===== src/rtl/wdt_pkg.sv =====
package wdt_pkg;
  localparam int DATA_W  = 32;
  localparam int IDX_CTRL  = 0;
  localparam int IDX_RANGE = 1;
  localparam int IDX_COUNT = 2;
  localparam int IDX_KICK  = 3;
  localparam logic [DATA_W-1:0] KICK_KEY = 32'h0000_0076;

  typedef struct packed {
    logic       armed;
    logic       irq_mode;
  } wdt_ctrl_t;
endpackage


===== src/rtl/wdt_regs.sv =====
module wdt_regs
  import wdt_pkg::*;
#(
  parameter int ADDR_W = 6,
  parameter int SEL_W  = 4,
  parameter int CNT_W  = 31
) (
  input  logic              clk_i,
  input  logic              rst_ni,
  input  logic              req_i,
  input  logic              we_i,
  input  logic [ADDR_W-1:0] addr_i,
  input  logic [DATA_W-1:0] wdata_i,
  output logic [DATA_W-1:0] rdata_o,
  input  logic [CNT_W-1:0]  count_i,
  output wdt_ctrl_t         ctrl_o,
  output logic [SEL_W-1:0]  top_o,
  output logic [SEL_W-1:0]  top_init_o,
  output logic              start_o,
  output logic              kick_o
);
  localparam int IDX_W = ADDR_W - 2;

  logic [IDX_W-1:0] idx;
  logic             wr, rd;
  wdt_ctrl_t        ctrl_q;
  logic [SEL_W-1:0] top_q, init_q;

  assign idx = addr_i[ADDR_W-1:2];
  assign wr  = req_i && we_i;
  assign rd  = req_i && !we_i;

  assign start_o = wr && (idx == IDX_W'(IDX_CTRL)) && wdata_i[0] && !ctrl_q.armed;
  assign kick_o  = wr && (idx == IDX_W'(IDX_KICK)) && (wdata_i == KICK_KEY) && ctrl_q.armed;

  always_ff @(posedge clk_i or negedge rst_ni) begin
    if (!rst_ni) begin
      ctrl_q <= '0;
      top_q  <= '0;
      init_q <= '0;
    end else if (wr) begin
      if (idx == IDX_W'(IDX_CTRL)) begin
        ctrl_q.irq_mode <= wdata_i[1];
        if (wdata_i[0]) ctrl_q.armed <= 1'b1;  // sticky: clear ignored
      end
      if (idx == IDX_W'(IDX_RANGE)) begin
        top_q  <= wdata_i[SEL_W-1:0];
        init_q <= wdata_i[2*SEL_W-1:SEL_W];
      end
    end
  end

  always_comb begin
    rdata_o = '0;
    if (rd) begin
      case (idx)
        IDX_W'(IDX_CTRL):  rdata_o = DATA_W'({ctrl_q.irq_mode, ctrl_q.armed});
        IDX_W'(IDX_RANGE): rdata_o = DATA_W'({init_q, top_q});
        IDX_W'(IDX_COUNT): rdata_o = DATA_W'(count_i);
        default:           rdata_o = '0;
      endcase
    end
  end

  assign ctrl_o     = ctrl_q;
  assign top_o      = top_q;
  assign top_init_o = init_q;
endmodule


===== src/rtl/wdt_counter.sv =====
module wdt_counter #(
  parameter int SEL_W    = 4,
  parameter int EXP_BASE = 16,
  parameter int CNT_W    = 31
) (
  input  logic             clk_i,
  input  logic             rst_ni,
  input  logic             armed_i,
  input  logic             start_i,
  input  logic             kick_i,
  input  logic [SEL_W-1:0] top_i,
  input  logic [SEL_W-1:0] top_init_i,
  output logic [CNT_W-1:0] count_o,
  output logic             expire_o
);
  logic [CNT_W-1:0] cnt_q;

  function automatic logic [CNT_W-1:0] period_m1(input logic [SEL_W-1:0] sel);
    logic [CNT_W:0] p;
    p = ({{CNT_W{1'b0}}, 1'b1} << (EXP_BASE + int'(sel))) - 1'b1;
    return p[CNT_W-1:0];
  endfunction

  assign expire_o = armed_i && !kick_i && (cnt_q == '0);

  always_ff @(posedge clk_i or negedge rst_ni) begin
    if (!rst_ni)                     cnt_q <= '0;
    else if (start_i)                cnt_q <= period_m1(top_init_i);
    else if (armed_i) begin
      if (kick_i || cnt_q == '0)     cnt_q <= period_m1(top_i);
      else                           cnt_q <= cnt_q - 1'b1;
    end
  end

  assign count_o = cnt_q;
endmodule


===== src/rtl/wdt_resp.sv =====
module wdt_resp #(
  parameter int RST_CYCLES = 8
) (
  input  logic clk_i,
  input  logic rst_ni,
  input  logic irq_mode_i,
  input  logic expire_i,
  input  logic kick_i,
  output logic irq_o,
  output logic sys_rst_o
);
  localparam int PW = $clog2(RST_CYCLES + 1);

  logic          irq_q;
  logic [PW-1:0] pulse_q;

  always_ff @(posedge clk_i or negedge rst_ni) begin
    if (!rst_ni) begin
      irq_q   <= 1'b0;
      pulse_q <= '0;
    end else begin
      if (pulse_q != '0) pulse_q <= pulse_q - 1'b1;
      if (kick_i) irq_q <= 1'b0;
      else if (expire_i) begin
        if (irq_mode_i && !irq_q) irq_q <= 1'b1;
        else                      pulse_q <= PW'(RST_CYCLES);
      end
    end
  end

  assign irq_o     = irq_q;
  assign sys_rst_o = (pulse_q != '0);
endmodule


===== src/rtl/wdt_timer.sv =====
module wdt_timer
  import wdt_pkg::*;
#(
  parameter int ADDR_W     = 6,
  parameter int SEL_W      = 4,
  parameter int EXP_BASE   = 16,
  parameter int RST_CYCLES = 8
) (
  input  logic              clk_i,
  input  logic              rst_ni,
  input  logic              req_i,
  input  logic              we_i,
  input  logic [ADDR_W-1:0] addr_i,
  input  logic [DATA_W-1:0] wdata_i,
  output logic [DATA_W-1:0] rdata_o,
  output logic              irq_o,
  output logic              sys_rst_o
);
  localparam int CNT_W = EXP_BASE + (1 << SEL_W) - 1;

  wdt_ctrl_t        ctrl;
  logic [SEL_W-1:0] top, top_init;
  logic             start, kick, expire;
  logic [CNT_W-1:0] count;

  wdt_regs #(.ADDR_W(ADDR_W), .SEL_W(SEL_W), .CNT_W(CNT_W)) u_regs (
    .clk_i, .rst_ni, .req_i, .we_i, .addr_i, .wdata_i, .rdata_o,
    .count_i(count), .ctrl_o(ctrl), .top_o(top), .top_init_o(top_init),
    .start_o(start), .kick_o(kick)
  );

  wdt_counter #(.SEL_W(SEL_W), .EXP_BASE(EXP_BASE), .CNT_W(CNT_W)) u_cnt (
    .clk_i, .rst_ni, .armed_i(ctrl.armed), .start_i(start), .kick_i(kick),
    .top_i(top), .top_init_i(top_init), .count_o(count), .expire_o(expire)
  );

  wdt_resp #(.RST_CYCLES(RST_CYCLES)) u_resp (
    .clk_i, .rst_ni, .irq_mode_i(ctrl.irq_mode), .expire_i(expire),
    .kick_i(kick), .irq_o, .sys_rst_o
  );
endmodule


===== config.mk =====
export PLATFORM = sky130hd
export DESIGN_NAME = wdt_timer
export DESIGN_NICKNAME = d
export VERILOG_FILES = /design/src/rtl/wdt_pkg.sv /design/src/rtl/wdt_regs.sv /design/src/rtl/wdt_counter.sv /design/src/rtl/wdt_resp.sv /design/src/rtl/wdt_timer.sv
export SDC_FILE = /design/constraint.sdc
export NUM_CORES = 1
export LEC_CHECK = 0
export ABC_AREA = 1
export ABC_CLOCK_PERIOD_IN_PS = 2300
export BUFFER_PORTS_ARGS = -buffer_cell sky130_fd_sc_hd__buf_2
export CORE_ASPECT_RATIO = 1.25
export CORE_UTILIZATION = 40
export CTS_BUF_LIST = sky130_fd_sc_hd__clkbuf_4
export CTS_CLUSTER_SIZE = 40
export DETAILED_ROUTE_END_ITERATION = 12
export SYNTH_ARGS = -nofsm -noshare
export SYNTH_HDL_FRONTEND = slang
export SYNTH_SLANG_ARGS = --single-unit

===== constraint.sdc =====
create_clock -name clk_i -period 2.3 [get_ports clk_i]
set_input_delay 0.345 -clock clk_i [delete_from_list [all_inputs] [get_ports clk_i]]
set_output_delay 0.345 -clock clk_i [all_outputs]
set_load 0.01 [all_outputs]

; After elaboration in Yosys (flattened, before gate mapping)
; Index checks and enable logic that the tools add are counted.
[op_classes]
n_shift = 2
n_eq_ne = 4
n_reduce_logical = 26
mux = 12
add_sub_neg = 6
[op_table]
columns = operator, count
row1 = 2-to-1 mux 31 bit, 3
row2 = case mux 31 bit (3 select lines), 1
row3 = subtractor 31 x 1 -> 31 bit (second input constant), 3
row4 = left shift 1 x 32 -> 31 bit (first input constant), 2
row5 = equality test 32 x 7 -> 1 bit (second input constant), 1
row6 = 2-to-1 mux 32 bit, 1
row7 = logical NOT 31 bit, 1
row8 = 2-to-1 mux 4 bit, 4
row9 = adder 5 x 4 -> 6 bit (first input constant), 2
row10 = logical AND 1 bit, 11
row11 = equality test 4 x 2 -> 1 bit (second input constant), 2
row12 = AND reduction 2 bit, 3
row13 = nonzero test 2 bit, 3
row14 = equality test 4 x 1 -> 1 bit (second input constant), 1
row15 = logical NOT 1 bit, 4
row16 = logical NOT 4 bit, 1
row17 = nonzero test 4 bit, 1
row18 = subtractor 4 x 1 -> 4 bit (second input constant), 1
row19 = 2-to-1 mux 1 bit, 3
row20 = AND reduction 3 bit, 1
row21 = logical OR 1 bit, 1
[totals]
input_bits = 42
reg_bits = 46

; Longest topological paths before layout
[depth]
word_depth = 9
depth_mapped = 19

; Cells and area by module
; From an unflattened synthesis, not the netlist that was laid out.
[unflattened]
hier_cells = 707
area_unflattened_um2 = 4289.1
[by_module_without_submodules]
columns = mod, n_inst, cells_per_inst, seq_area_each_um2, area_each_um2
row1 = wdt_counter, 1, 486, 775.7, 3010.4
row2 = wdt_regs, 1, 182, 250.2, 987.2
row3 = wdt_resp, 1, 39, 125.1, 291.5

; Worst setup path before layout
; OpenSTA, ideal clock, no wires.
[synth_path]
path_kind = in2reg
from = input addr_i[5]
to = register u_cnt.cnt_q[20], in the netlist u_cnt.count_o[20]
stages = 13
setup_slack_ns = 0.163
n_path_buf = 1
t_arrival_ns = 2.006
setup_time_ns = 0.131
cell_sequence = nor2_4 nand4_2 nor3_4 buf_4 nor2_1 nand3_1 ha_1 nand2_1 nor2_2 nand2_2 nor2_4 xor2_1 o21ai_1
[synth_between]
elab_chain_cells = 8
elab_cells_between_ends = 13
classes_between = 1 x eq/ne / 3 x mux / 9 x reduce/logical
[synth_rtl]
columns = item, line_no
row1 = "start, declared", wdt_timer.sv:13  ; input logic [ADDR_W-1:0] addr_i,
row2 = equality test 4 x 2 -> 1 bit, wdt_regs.sv:34  ; assign kick_o = wr && (idx == IDX_W'(IDX_KICK)) && (wdata_i == KICK_KEY) && ctrl_q.armed;
row3 = logical AND 1 bit (3 in series), wdt_regs.sv:34
row4 = logical OR 1 bit, wdt_counter.sv:30  ; if (kick_i || cnt_q == '0) cnt_q <= period_m1(top_i);
row5 = 2-to-1 mux 31 bit, wdt_counter.sv:30
row6 = 2-to-1 mux 31 bit, wdt_counter.sv:29  ; else if (armed_i) begin
row7 = 2-to-1 mux 31 bit, wdt_counter.sv:28  ; else if (start_i) cnt_q <= period_m1(top_init_i);
row8 = "end signal, assigned", wdt_counter.sv:28
row9 = "end signal, assigned", wdt_counter.sv:30
row10 = "end signal, assigned", wdt_counter.sv:31  ; else cnt_q <= cnt_q - 1'b1;
row11 = "end, declared", wdt_counter.sv:16  ; logic [CNT_W-1:0] cnt_q;
; Several ways; a longest one is shown, not always the timed one. The select of a mux whose other input is x is not followed.
; A chain may end at the register's enable or synchronous reset.

; Worst setup path in the final report
[layout_path]
from = register u_cnt.cnt_q[26], in the netlist u_cnt.count_o[26]
to = register u_cnt.cnt_q[28], in the netlist u_cnt.count_o[28]
[layout_between]
elab_chain_cells = 5
elab_cells_between_ends = 6
classes_between = 1 x add/sub / 3 x mux / 2 x reduce/logical
[layout_rtl]
columns = item, line_no
row1 = branches (longest 2 deep; another with subtractor 31 x 1 -> 31 bit), -
row2 = 2-to-1 mux 31 bit *, wdt_counter.sv:30
row3 = 2-to-1 mux 31 bit *, wdt_counter.sv:29
row4 = 2-to-1 mux 31 bit *, wdt_counter.sv:28
; Mark *: on every way between the ends. The select of a mux whose other input is x is not followed.

==> results_dict.tcl <==
set metrics [dict create \
    status "finished, violations left" \
    violations "setup timing" \
    preCtsSetupSlack_ns -0.294 \
    dieArea_mm2 0.0106 \
    r2r-start "u_cnt.count_o[26]" \
    p_int_mw 2.66 \
    cp-end-kind "flip-flop" \
    netlist_area_mm2 0.00408 \
    final_cell_area_mm2 0.00593 \
    syn_nets 703 \
    min_to "u_regs.ctrl_o[0]" \
    cp.arrival_ns 2.74 \
    pin_count 76 \
    hold_path_class "primary input to flip-flop" \
    grt_max_degree 40 \
    async_flop_share_pct 100 \
    worst_pin_slew_ns 0.898 \
    antenna_cells 0 \
    hold_slack_ns 0.297 \
    final.setup.tns_ns -0.986 \
    synth_area_leaders "dfrtp_1 (28%), nand2_1 (13%), nand3_1 (9.6%)" \
    setup_viol_count_final 13 \
    area_growth_pct 45.2 \
    grt_pass1_vias 4938 \
    synth_ff_type "dfrtp_1" \
    leakagePower_nw 3.01 \
    sw_frac_of_total_pct 49.0 \
    clk_pin_slew_ns 0.14 \
    synthTopCellsByCount "nand2_1 (142), nor2_1 (95), inv_1 (93)" \
    grt_usage_pct 26.1 \
    max_slew_margin_pct 40.0 \
    hold_viol 0 \
    io_buffer_count 72 \
    worst_skew_pair.late_latency_ns 0.38 \
    worst-path-max-fanout 6 \
    slew_violations 0 \
    ff2ff_setup_slack_ns -0.15 \
    row_count 40 \
    comb_power_share_pct 69.1 \
    start_kind "flip-flop" \
    route.detailed.vias_per_inst 5.07 \
    hp-start "wdata_i[1]" \
    htree_levels 2 \
    clkPwrFrac_pct 7.7 \
    synth_edf_count 0 \
    ir_drop_v 0.000549 \
    hold_depth 4 \
    overflow 0 \
    min_period_ns 2.45 \
    drt-initial-drc-count 202 \
    yosys_warnings 0 \
    antenna_found_initial 0 \
    power_mw 5.21 \
    place_hpwl_um 10300 \
    cap_viol_max_count 0 \
    syn_avg_cell_area_um2 6.21 \
    dpl.cell_count 941 \
    drc_errors 0 \
    clock_path_buffers 2 \
    die_w_um 92.4 \
    rsz0062_at_grt "yes" \
    cellPowerDensity_mw_per_mm2 879 \
    crit_required_ns 2.59 \
    fin_crit_sh_pct 107 \
    num_vias 4884 \
    skew_ns 0.0155 \
    n_fill_cell 938 \
    yosysMostFrequentCell "nand2_1" \
    synth_cells 658 \
    worstReg2RegEnd "u_cnt.count_o[28]" \
    ys_ff_latch 46 \
    yosysTopAreaCell "dfrtp_1" \
    placed_area_mm2 0.00532 \
    path_class "flip-flop to flip-flop" \
    power_switching_mw 2.55 \
    ys_types 41 \
    final_util_pct 60.8 \
    gp_congestion 0.934 \
    p_seq_share_pct 23.2 \
    die_y_um 115 \
    fin_nets 881 \
    rr_worst_depth 17 \
    grt_pass1_wl_um 22000 \
    avgRoutedWirePerCell_um 14.1 \
    first_pass_iters 4 \
    layout_setup_ws_ns -0.150 \
    cts_sinks 46 \
    clockRootBuffer "clkbuf_4" \
    numCtsBuffers 5 \
    ant_nets 0 \
    wl_um 13500 \
    yosysTopAreaCellShare_pct 28.2 \
    core_mm2 0.00976 \
    final_cells 963 \
    max_freq_mhz 408 \
    ys_seq_area_share_pct 28.2 \
    cts_tree "done" \
    drive_above_1_share_pct 38.8 \
    initial_core_util_pct 41.8 \
]
[power groups by stage]
stage / Combinational (mW) / Clock (mW) / Sequential (mW)
5_1_grt: 3.96 / 0.443 / 1.24
3_3_place_gp: 2.81 / 0 / 1.21
4_1_cts: 3.10 / 0.414 / 1.21
2_1_floorplan: 1.84 / 0 / 1.18
3_5_place_dp: 2.87 / 0 / 1.22
6_report: 3.60 / 0.402 / 1.21
[how the worst max path moves through the flow]
stage / from / end / slack [ns] / depth (start not counted)
after global routing: u_cnt.count_o[24] / u_cnt.count_o[28] / -0.27 / 18
after global placement: wdata_i[11] / u_cnt.count_o[25] / -0.27 / 18
after floorplan: addr_i[5] / u_cnt.count_o[20] / 0.16 / 13
after detailed placement: wdata_i[15] / u_cnt.count_o[27] / -0.29 / 17
final: u_cnt.count_o[26] / u_cnt.count_o[28] / -0.15 / 17
after CTS: u_cnt.count_o[1] / u_cnt.count_o[22] / -0.07 / 18
[sequential cells by signal, summed over array words and instances, names as in the netlist]
| register | count |
|---|---|
| u_cnt.count_o | 31 |
| u_regs.top_init_o | 4 |
| u_resp.pulse_q | 4 |
| u_resp.irq_o | 1 |
| u_regs.ctrl_o | 2 |
| u_regs.top_o | 4 |
[worst max-delay path: stages (launching register included)]
cell and delay [ns]:
dfrtp_1 0.40, nor2_1 0.13, nand2_1 0.10, nor2_4 0.17
nand3_2 0.09, inv_2 0.11, nand2_8 0.09, buf_8 0.16
nand3_2 0.09, nand2_1 0.11, inv_2 0.07, nand2_1 0.06
nor2_2 0.16, nand2_4 0.08, nor2_4 0.23, nand4_1 0.15
nand3_2 0.10, nand2_1 0.05
[layout by cell type, fill, tap and decap left out, types with 2 or more instances in the layout]
master / netlist / layout
nor3_2: 2 / 3
nand3_4: 1 / 8
buf_4: 3 / 115
clkbuf_4: 0 / 6
nor3_4: 1 / 2
ha_1: 3 / 3
nor2_1: 95 / 80
inv_1: 93 / 86
clkinv_1: 2 / 3
o22ai_1: 8 / 8
o21ai_4: 1 / 2
nor4_1: 2 / 2
nand2_1: 142 / 120
a31oi_1: 3 / 3
o21ai_2: 5 / 6
xnor2_1: 5 / 4
dfrtp_1: 46 / 46
o21ai_1: 8 / 11
inv_2: 6 / 12
nand2_2: 5 / 23
nor3_1: 36 / 34
o21ai_0: 24 / 19
nand2_4: 1 / 5
nor2_4: 6 / 18
nand4_1: 11 / 11
buf_2: 6 / 72
nand3_2: 7 / 22
buf_6: 2 / 7
nor2_2: 9 / 12
nand3_1: 78 / 56
xor2_2: 0 / 3
a21oi_1: 12 / 12
xor2_1: 11 / 8
[metal layers]
layer  share of wire (%)  GRT usage (%)  up-vias  wire [µm]
met5                   0              0        -          0
met4                 3.2           11.5        0        429
met3                 2.8           2.91       27        384
met2                  52           49.4      103       7040
met1                  42           29.1     2307       5680
li1                    -              -     2447          -
[layout make-up]
type / count / area, µm² / area share [%]
flip-flops and latches: 46 / 1150 / 19.4
clock buffers: 6 / 45.0 / 0.760
clock inverters: 2 / 8.76 / 0.148
inverters: 101 / 382 / 6.44
well taps: 126 / 158 / 2.66
multi-input cells: 485 / 2840 / 47.9
repair buffers: 197 / 1350 / 22.7
[cells by family (layout without fill, tap and decap cells)]
logic type,Yosys count,count (layout),synth area share [%]
and+or+nand+nor,399,400,45.5
buffers and inverters,128,306,12.6
AOI/OAI and AO/OA,65,65,9.31
DFF,46,46,28.2
xor gates and xnor gates,16,16,3.43
adders and majority gates,3,3,0.919
other,1,1,0.0918
[timing repair]
item                       4_1_cts  5_1_grt
hold buffers                     1        0
resized for setup               40       78
pin swaps                       19       39
gates cloned                     1        0
setup endpoints to repair       24       27
hold endpoints to repair         5        0
setup buffers                    7        7
(Power assumes the default switching activity.)
